### src/rtl/vol_pkg.sv
package vol_pkg;
  localparam int VOL_IDX_W = 5;
  localparam int VOL_ATT_W = 6;
  localparam int VOL_TOP   = 31;
  localparam int VOL_MUTE  = 63;

  typedef enum logic [1:0] {
    REQ_NONE = 2'd0,
    REQ_UP   = 2'd1,
    REQ_DN   = 2'd2
  } vol_req_e;

  // Piecewise attenuation: 1 dB, then 2 dB, then 3 dB per step, mute at top
  function automatic logic [VOL_ATT_W-1:0] step_to_atten(input logic [VOL_IDX_W-1:0] s);
    int si;
    int v;
    si = int'(s);
    if (si == VOL_TOP)   v = VOL_MUTE;
    else if (si <= 10)   v = si;
    else if (si <= 20)   v = 2 * si - 10;
    else                 v = 3 * si - 30;
    return VOL_ATT_W'(v);
  endfunction
endpackage

### src/rtl/vol_key_cond.sv
module vol_key_cond #(
  parameter int DEB_LEN = 16
) (
  input  logic clk,
  input  logic rst_n,
  input  logic raw_n,
  output logic held
);
  localparam int DW = (DEB_LEN < 2) ? 1 : $clog2(DEB_LEN + 1);
  localparam logic [DW-1:0] DLIM = DW'(DEB_LEN - 1);

  logic s1, s2;
  logic [DW-1:0] cnt;

  always_ff @(posedge clk or negedge rst_n) begin
    if (!rst_n) begin
      s1   <= 1'b0;
      s2   <= 1'b0;
      held <= 1'b0;
      cnt  <= '0;
    end else begin
      s1 <= ~raw_n;
      s2 <= s1;
      if (s2 == held) begin
        cnt <= '0;
      end else if (cnt == DLIM) begin
        held <= s2;
        cnt  <= '0;
      end else begin
        cnt <= cnt + 1'b1;
      end
    end
  end
endmodule

### src/rtl/vol_repeat_timer.sv
module vol_repeat_timer
  import vol_pkg::*;
#(
  parameter int INIT_DLY = 25000000,
  parameter int RPT_DLY  = 5000000
) (
  input  logic     clk,
  input  logic     rst_n,
  input  vol_req_e req,
  output logic     fire,
  output logic     fire_down
);
  localparam int MAXD = (INIT_DLY > RPT_DLY) ? INIT_DLY : RPT_DLY;
  localparam int CW   = $clog2(MAXD + 1);
  localparam logic [CW-1:0] ILIM = CW'(INIT_DLY - 1);
  localparam logic [CW-1:0] RLIM = CW'(RPT_DLY - 1);

  vol_req_e      req_q;
  logic [CW-1:0] cnt;
  logic          first;
  logic          start, tick;

  always_comb begin
    start     = (req != REQ_NONE) && (req != req_q);
    tick      = (req != REQ_NONE) && !start && (cnt == (first ? ILIM : RLIM));
    fire      = start | tick;
    fire_down = (req == REQ_DN);
  end

  always_ff @(posedge clk or negedge rst_n) begin
    if (!rst_n) begin
      req_q <= REQ_NONE;
      cnt   <= '0;
      first <= 1'b1;
    end else begin
      req_q <= req;
      if (fire) begin
        cnt   <= '0;
        first <= start;
      end else if (req != REQ_NONE) begin
        cnt <= cnt + 1'b1;
      end else begin
        cnt   <= '0;
        first <= 1'b1;
      end
    end
  end
endmodule

### src/rtl/vol_index_reg.sv
module vol_index_reg
  import vol_pkg::*;
#(
  parameter int PRESET = 14
) (
  input  logic                 clk,
  input  logic                 rst_n,
  input  logic                 fire,
  input  logic                 go_down,
  input  logic                 sleep,
  input  logic                 mem_en,
  output logic [VOL_IDX_W-1:0] idx,
  output logic                 sleep_exit
);
  localparam logic [VOL_IDX_W-1:0] PRE = VOL_IDX_W'(PRESET);
  localparam logic [VOL_IDX_W-1:0] TOP = VOL_IDX_W'(VOL_TOP);

  logic sleep_q;

  assign sleep_exit = sleep_q & ~sleep;

  always_ff @(posedge clk or negedge rst_n) begin
    if (!rst_n) begin
      idx     <= PRE;
      sleep_q <= 1'b0;
    end else begin
      sleep_q <= sleep;
      if (sleep_exit && !mem_en) begin
        idx <= PRE;
      end else if (!sleep && fire) begin
        if (go_down && idx != TOP)     idx <= idx + 1'b1;
        else if (!go_down && idx != '0) idx <= idx - 1'b1;
      end
    end
  end
endmodule

### src/rtl/vol_stepper.sv
module vol_stepper
  import vol_pkg::*;
#(
  parameter int PRESET   = 14,
  parameter int INIT_DLY = 25000000,
  parameter int RPT_DLY  = 5000000,
  parameter int DEB_LEN  = 16
) (
  input  logic       clk,
  input  logic       rst_n,
  input  logic       up_n,
  input  logic       down_n,
  input  logic       sleep,
  input  logic       mem_en,
  output logic [4:0] step_idx,
  output logic [5:0] atten_db
);
  localparam int NKEY = 2;

  logic [NKEY-1:0] raw_n;
  logic [NKEY-1:0] held;
  vol_req_e        req;
  logic            fire_w, go_down_w, sleep_exit_w;

  assign raw_n = {down_n, up_n};

  generate
    for (genvar k = 0; k < NKEY; k++) begin : g_key
      vol_key_cond #(.DEB_LEN(DEB_LEN)) u_key (
        .clk   (clk),
        .rst_n (rst_n),
        .raw_n (raw_n[k]),
        .held  (held[k])
      );
    end
  endgenerate

  // Down (bit 1) has priority over up (bit 0); sleep masks both
  always_comb begin
    if (sleep)        req = REQ_NONE;
    else if (held[1]) req = REQ_DN;
    else if (held[0]) req = REQ_UP;
    else              req = REQ_NONE;
  end

  vol_repeat_timer #(.INIT_DLY(INIT_DLY), .RPT_DLY(RPT_DLY)) u_tmr (
    .clk       (clk),
    .rst_n     (rst_n),
    .req       (req),
    .fire      (fire_w),
    .fire_down (go_down_w)
  );

  vol_index_reg #(.PRESET(PRESET)) u_idx (
    .clk        (clk),
    .rst_n      (rst_n),
    .fire       (fire_w),
    .go_down    (go_down_w),
    .sleep      (sleep),
    .mem_en     (mem_en),
    .idx        (step_idx),
    .sleep_exit (sleep_exit_w)
  );

  assign atten_db = step_to_atten(step_idx);
endmodule

### config.mk
export PLATFORM = sky130hd
export DESIGN_NAME = vol_stepper
export DESIGN_NICKNAME = d
export VERILOG_FILES = /design/src/rtl/vol_pkg.sv /design/src/rtl/vol_key_cond.sv /design/src/rtl/vol_repeat_timer.sv /design/src/rtl/vol_index_reg.sv /design/src/rtl/vol_stepper.sv
export SDC_FILE = /design/constraint.sdc
export NUM_CORES = 1
export LEC_CHECK = 0
export BUFFER_PORTS_ARGS = -buffer_cell sky130_fd_sc_hd__buf_2
export CAP_MARGIN = 20
export CELL_PAD_IN_SITES_DETAIL_PLACEMENT = 1
export CELL_PAD_IN_SITES_GLOBAL_PLACEMENT = 1
export CORE_ASPECT_RATIO = 1.5
export CORE_MARGIN = 1.5
export CORE_UTILIZATION = 40
export CTS_BUF_LIST = sky130_fd_sc_hd__clkbuf_4
export DETAILED_ROUTE_END_ITERATION = 10
export PLACE_DENSITY = 0.75
export SETUP_SLACK_MARGIN = 0.2
export SLEW_MARGIN = 0
export SYNTH_ARGS = -nofsm -noshare
export SYNTH_HDL_FRONTEND = slang
export SYNTH_SLANG_ARGS = --single-unit
export TNS_END_PERCENT = 5
### constraint.sdc
create_clock -name clk -period 3 [get_ports clk]
set_input_delay 0.15 -clock clk [delete_from_list [all_inputs] [get_ports clk]]
set_output_delay 0.15 -clock clk [all_outputs]
set_load 0.1 [all_outputs]
==> results.md, run 1 <==
* # setup viols final at 0
* Global route overflow at 0
* Worst endpoint required time at ~2900 ps
* Post-route clock period utilization at between 90% and 100%
* RSZ-0062 raised after global routing: yes
* Slowest cell on the critical path: dfstp_4
* Largest net degree at the start of global routing at 27
* Most frequent cells in the layout: dfrtp_1, nor2_1, xor2_1
* Worst Skew at 15.7 ps
* # Max-Cap Violations at 0
* Syn nets at between 300 and 400
* Worst-path clk slew at around 150 ps
* CTS tree: done
* Top delay family on crit path: adder cells
* LEAKAGE at between 1.5 and 2 nW
* First-pass GRT wire length at approximately 13 mm
* DRC Markers at 0
* CP Launch Type: flip-flop
* Cell Area, Synth at 0.00305 mm^2
* Library cells used by synthesis at 44
* Post-layout minimum cycle time at roughly 2900 ps
* Die height at 110 um
* Initial drt markers at 54
* Ant diodes at 0
* R2r endpoint: u_idx.idx[4]
* Hold Slack at 150 ps
* Reg2Reg Setup Slack at 200 ps
* IO Pins at 17
* Hold path cells at 3
* Die W at around 74 um
* Slew headroom at about three fifths
* Syn avg cell area at 9.67 um^2
* GRT Util Overall at 20.2%
* DP Area at around 0.0033 mm^2
* Final cell utilization of the core at 49.9%
* Max Buffers Root-to-Sink at 2
* Hold EP: u_idx.idx[1]
* DRT antenna net count at 0
* Sequential-to-total area share from yosys stat at 41.2%
* NumNets Final at about 380
* Status: finished clean
* Reg2Reg Depth at 11
* Min-delay src: mem_en
* CP arrival at between 2000 and 3000 ps
* Worst Tran Pin Value at about 610 ps
* Cell row count at 38
* Final Cell Area at 0.00366 mm^2
* Initial core utilization at roughly two fifths
* Die Area at approximately 0.008 mm^2
* Final hold violation count at 0
* H-tree depth at 2
* Slew Limit Fails at 0
* TritonCTS Sinks at 50
* RR Startpoint: u_idx.idx[2]
* Peak Freq at ~350 MHz
* TritonCTS Buffers at 5
* WL/cell at between 15 and 20 um
* Total negative slack at 0 ps
* WP buf/inv at 3
* CP Cell Sequence: clkinvlp_4 -> ha_4 -> ha_4 -> inv_2 -> fa_2 -> mux2i_1 -> mux2i_1 -> nand2_2 -> buf_12
* Syn Inst Count at 315
* Commonest non-fill, non-tap cell in the layout: dfrtp_1
* Via count at about 2.4k
* Area grow syn2layout at 20.0%
* Share of layout cells above drive strength 1 at 22.1%
* Clock root buffer: clkbuf_4
* Pre-CTS WS at around 270 ps
* Number of synthesized flops with an enable pin at 0
* DRT Pass-1 Iters at 3
* HP Class: in -> reg
* Worst-Skew Late Latency at ~390 ps
* Crit Path Class: reg -> out
* Synth Flop Type: dfrtp_1
* Initial antenna violation count at 0
* #FFs+latches synth at 50
* Gpl congestion at ~0.88
* Synth warn at 0
* Crit path capture type: output pin
* Vias per cell at around 5.3
* Asr flop ratio synth at 100%
* Maximum VDD drop at about 0.27 mV
* Number of global-route vias before repair at approximately 2.7k
* HPWL Detailed at around 5 mm
* Final setup margin at 125 ps
* Drt total wl at roughly 7.4 mm
* CP Max Fanout at 6
* Pwr/cell area at 311 mW/mm^2
* Core Area at 0.00732 mm^2
* PortBufs at 16
* Largest stage delay, worst path at ~660 ps
-- report_power, final --
| part | internal, W | switching, W |
|---|---|---|
| sequential | 0.000685 | 0.00000756 |
| clock | 0.0000995 | 0.000237 |
| combinational | 0.0000391 | 0.0000702 |
-- cell usage after synthesis (2+ instances only) --
cell type / n / area, um^2
dfrtp_1: 46 / 1150
nor2_1: 39 / 146
ha_1: 23 / 288
inv_1: 21 / 78.8
xor2_1: 20 / 175
nand2_1: 18 / 67.6
nand3_1: 15 / 75.1
xnor2_1: 15 / 131
nand4_1: 12 / 75.1
and3_1: 9 / 56.3
o21ai_0: 9 / 45.0
a21oi_1: 8 / 40.0
mux2i_1: 7 / 70.1
nor3_1: 7 / 35.0
and2_1: 6 / 37.5
clkbuf_1: 5 / 18.8
a21o_1: 4 / 30.0
dfstp_2: 4 / 105
nor4_1: 4 / 25.0
o211ai_1: 4 / 30.0
buf_6: 3 / 33.8
mux2_2: 3 / 33.8
nand2b_1: 3 / 18.8
nor3b_1: 3 / 22.5
a31oi_1: 2 / 12.5
and4_1: 2 / 17.5
fa_1: 2 / 40.0
nor2b_1: 2 / 12.5
nor4bb_1: 2 / 20.0
or2_2: 2 / 12.5
or3_1: 2 / 12.5
-- worst min-delay path: cells and delay by family --
kind | cells | cell delay [ps]
AO/OA/AOI/OAI | 1 | 110
buffers and inverters | 1 | 80
AND/OR/NAND/NOR | 1 | 190
-- registers in the layout (all words and copies together) (netlist names) --
name	count
g_key.u_key.held	2
g_key.u_key.s1	2
u_tmr.cnt	25
u_idx.idx	5
g_key.u_key.s2	2
u_idx.sleep_q	1
g_key.u_key.cnt	10
u_tmr.req_q	2
u_tmr.first	1
-- metal layers --
metal  up-vias  GRT usage (%)  share of wire (%)
met1      1192           21.1                 41
met5         -              0                  0
li1       1159              -                  -
met4         0           7.92                1.8
met3        10           2.93                1.5
met2        21           39.3                 56
-- final cells by class --
| cell class | instances | area [um^2] |
|---|---|---|
| clock buffer | 5 | 37.5 |
| clock inverter | 3 | 26.3 |
| fill | 868 | 3660 |
| inverter | 21 | 86.3 |
| multi-input combinational | 236 | 1810 |
| sequential | 50 | 1270 |
| tap | 100 | 125 |
| timing repair buffer | 38 | 303 |
-- worst max-delay path by stage --
| stage | end | start | cells past startpoint | slack [ps] |
|---|---|---|---|---|
| global placement | atten_db[4] | u_idx.idx[1] | 9 | 340 |
| global route | atten_db[3] | u_idx.idx[1] | 9 | 30 |
| detailed placement | u_idx.idx[4] | u_idx.idx[2] | 10 | 270 |
| floorplan | u_idx.idx[4] | u_idx.idx[3] | 10 | 90 |
| finish | atten_db[3] | u_idx.idx[1] | 9 | 130 |
| CTS | atten_db[3] | u_idx.idx[2] | 9 | 140 |
-- metrics by stage --
step / cells / total power [W]
after floorplan: 315 / 0.000764
after global placement: 431 / 0.000796
after detailed placement: 431 / 0.000801
after CTS: 449 / 0.00116
after global routing: 453 / 0.00120
final: 453 / 0.00114
-- kinds of logic after synthesis --
family,synth area share [%]
buf+inv,4.31
mux,3.41
xor+xnor,10.1
fa+ha+maj,10.8
compound gates,8.13
flops,41.2
simple gates,22.1
-- what timing repair did --
item	CTS	global route
pin swaps	11	4
hold buffers	4	0
gates resized for setup	24	4
setup buffers	6	4
endpoints found under the hold margin	25	0
setup endpoints to repair	4	7
(Power assumes the default switching activity.)
==> run 2: changes to the inputs <==
- CELL_PAD_IN_SITES_DETAIL_PLACEMENT: 1 -> 0
- CELL_PAD_IN_SITES_GLOBAL_PLACEMENT: 1 -> 2
- PLACE_DENSITY: 0.75 -> 0.88
==> run 2 against run 1 <==
  * First-iteration DRC count is 59% higher
  * Clock power is 4% higher
  * Sequential cell count stayed put
  * Largest cell class unchanged
  * Combinational power is 5% lower
  * Critical path type unchanged
  * Core utilization is 0.17 points lower
  * Sequential share of layout area is 0.12 points higher
  * Wire length is 13% lower
  * Count of clock-buffer cells in the layout stayed put
==> results.md, run 2 (synthesized netlist as in run 1, its figures left out) <==
* Switching share of power at 28.1% (+0.39 points)
* Total Power at 0.00115 W (+0.74%)
* Die height at 110 um (unchanged)
* # setup viols final at 0 (unchanged)
* DRT Pass-1 Iters at 4 (+1)
* IO Pins at 17 (unchanged)
* Clk pwr share at 30.5% (+0.9 points)
* Top Registers: u_tmr.cnt x25, g_key.u_key.cnt x10, u_idx.idx x5
* Worst-Skew Late Latency at 390 ps (about the same)
* Die W at 74.3 um (unchanged)
* GRT Util Overall at 17.0% (-3.2 points)
* Drt total wl at 6.39 mm (-13%)
* Worst Skew at 15.8 ps (+0.0415 ps)
* HP Class: in -> reg
* RSZ-0062 raised after global routing: yes
* Crit path capture type: output pin
* # Max-Cap Violations at 0 (unchanged)
* CP arrival at 2740 ps (+20 ps)
* Reg2Reg Setup Slack at 250 ps (+50 ps)
* Max FFs per register at 25 (unchanged)
* Final cell utilization of the core at 49.8% (-0.17 points)
* Max Buffers Root-to-Sink at 2 (unchanged)
* Setup crit start: u_idx.idx[1]
* Post-route clock period utilization at 96.2% (+0.39 points)
* Switching power total at 0.000322 W (+2.1%)
* Die Area at 0.00816 mm^2 (unchanged)
* LEAKAGE at 1.58 nW (about the same)
* Pre-CTS WS at 258 ps (-7.66 ps)
* DRC Markers at 0 (unchanged)
* Share of layout cells above drive strength 1 at 21.5% (-0.57 points)
* Number of global-route vias before repair at 2316 (-15%)
* Slew headroom at 53.6% (-5.5 points)
* Comb pwr share at 9.1% (-0.5 points)
* Initial antenna violation count at 0 (unchanged)
* Clock root buffer: clkbuf_4
* Final setup margin at 113 ps (-11.7 ps)
* Share of power burned in registers at 60.4% (-0.4 points)
* DRT antenna net count at 0 (unchanged)
* Worst endpoint required time at 2850 ps (about the same)
* Initial drt markers at 86 (+59%)
* RR Startpoint: u_idx.idx[2]
* Internal Pwr Total at 0.000825 W (+0.20%)
* Pwr/cell area at 315 mW/mm^2 (+1.1%)
* Largest net degree at the start of global routing at 32 (+19%)
* Final hold violation count at 0 (unchanged)
* Gpl congestion at 0.808 (-8.6%)
* Maximum VDD drop at 0.192 mV (-28%)
* Worst-path clk slew at 160 ps (about the same)
* CP Max Fanout at 5 (-1)
* Placed Cells at 431 (unchanged)
* Via count at 2317 (-2.7%)
* Vias per cell at 5.11 (-2.7%)
* Reg2Reg Depth at 11 (unchanged)
* Final cell count without fillers at 453 (unchanged)
* NumNets Final at 383 (unchanged)
* Core Area at 0.00732 mm^2 (unchanged)
* Most frequent cells in the layout: dfrtp_1, nor2_1, xor2_1
* Status: finished clean
* WL/cell at 14.1 um (-13%)
* PortBufs at 16 (unchanged)
* Peak Freq at 346 MHz (-0.41%)
* Area grow syn2layout at 19.6%
* R2r endpoint: u_idx.idx[4]
* Global route overflow at 0 (unchanged)
* First-pass GRT wire length at 10.8 mm (-14%)
* Ant diodes at 0 (unchanged)
* Worst Tran Pin Value at 697 ps (+83.0 ps)
* CP Launch Type: flip-flop
* Slew Limit Fails at 0 (unchanged)
* CP endpoint: atten_db[4]
* Cell row count at 38 (unchanged)
* Commonest non-fill, non-tap cell in the layout: dfrtp_1
* TritonCTS Buffers at 5 (unchanged)
* Largest Register: u_tmr.cnt
* CTS tree: done
* Crit Path Class: reg -> out
* Initial core utilization at 41.6% (unchanged)
* Post-layout minimum cycle time at 2890 ps (+11.7 ps)
* Total negative slack at 0 ps (unchanged)
* H-tree depth at 2 (unchanged)
* HPWL Detailed at 4.64 mm (-9.4%)
* TritonCTS Sinks at 50 (unchanged)
[run 2: cell count changes in the layout (fill, tap and decap cells not counted), sizes merged]
cell	before	now
buf	33	34
clkinvlp	2	1
clkbuf	6	5
inv	21	22
[run 2: timing repair]
item | 4_1_cts | 5_1_grt
pin swaps | 0 | 4
endpoints found under the hold margin | 29 | 0
setup buffers | 0 | 10
setup endpoints to repair | 6 | 7
hold buffers | 4 | 0
cloned | 0 | 0
resized for setup | 14 | 12
[run 2: metrics by stage]
step	hold WS, ps	area (um^2)
detailed placement	255	3340
finish	120	3640
CTS	118	3500
global route	129	3640
floorplan	-146	3120
global placement	241	3340
[run 2: worst min-delay path by stage]
stage,from,end,slack [ps],cells past startpoint
floorplan,rst_n,g_key[0].u_key.cnt[0],-150,0
global placement,rst_n,u_tmr.cnt[14],240,1
detailed placement,rst_n,u_tmr.cnt[14],260,1
CTS,mem_en,u_idx.idx[1],120,3
global route,mem_en,u_idx.idx[1],130,3
finish,mem_en,u_idx.idx[1],120,3
[run 2: critical path: stages, from the launching register on]
cell,delay (ps)
dfstp_4,690
clkinvlp_4,170
ha_4,320
ha_4,130
inv_1,40
fa_2,360
xnor2_2,190
o21ai_2,90
a21oi_4,180
buf_12,190
[run 2: layer usage]
| metal | up-vias | wire, um | global-route usage, % |
|---|---|---|---|
| met5 | - | 0 | 0 |
| met4 | 0 | 159 | 5.84 |
| met3 | 12 | 115 | 2.29 |
| met2 | 22 | 3500 | 31.6 |
| met1 | 1125 | 2620 | 19.5 |
| li1 | 1158 | - | - |
[run 2: power groups by stage]
stage,Combinational [W],Clock (W),Sequential (W)
6_report,0.000104,0.000350,0.000692
5_1_grt,0.000115,0.000392,0.000695
4_1_cts,0.000102,0.000363,0.000693
3_5_place_dp,0.0000925,0,0.000705
3_3_place_gp,0.0000917,0,0.000704
2_1_floorplan,0.0000579,0,0.000706
[run 2: layout make-up]
class	count	area, um^2
fill	736	3680
multi-input combinational	236	1800
sequential	50	1270
timing repair buffer	38	303
tap	100	125
inverter	21	82.6
clock buffer	5	37.5
clock inverter	3	28.8
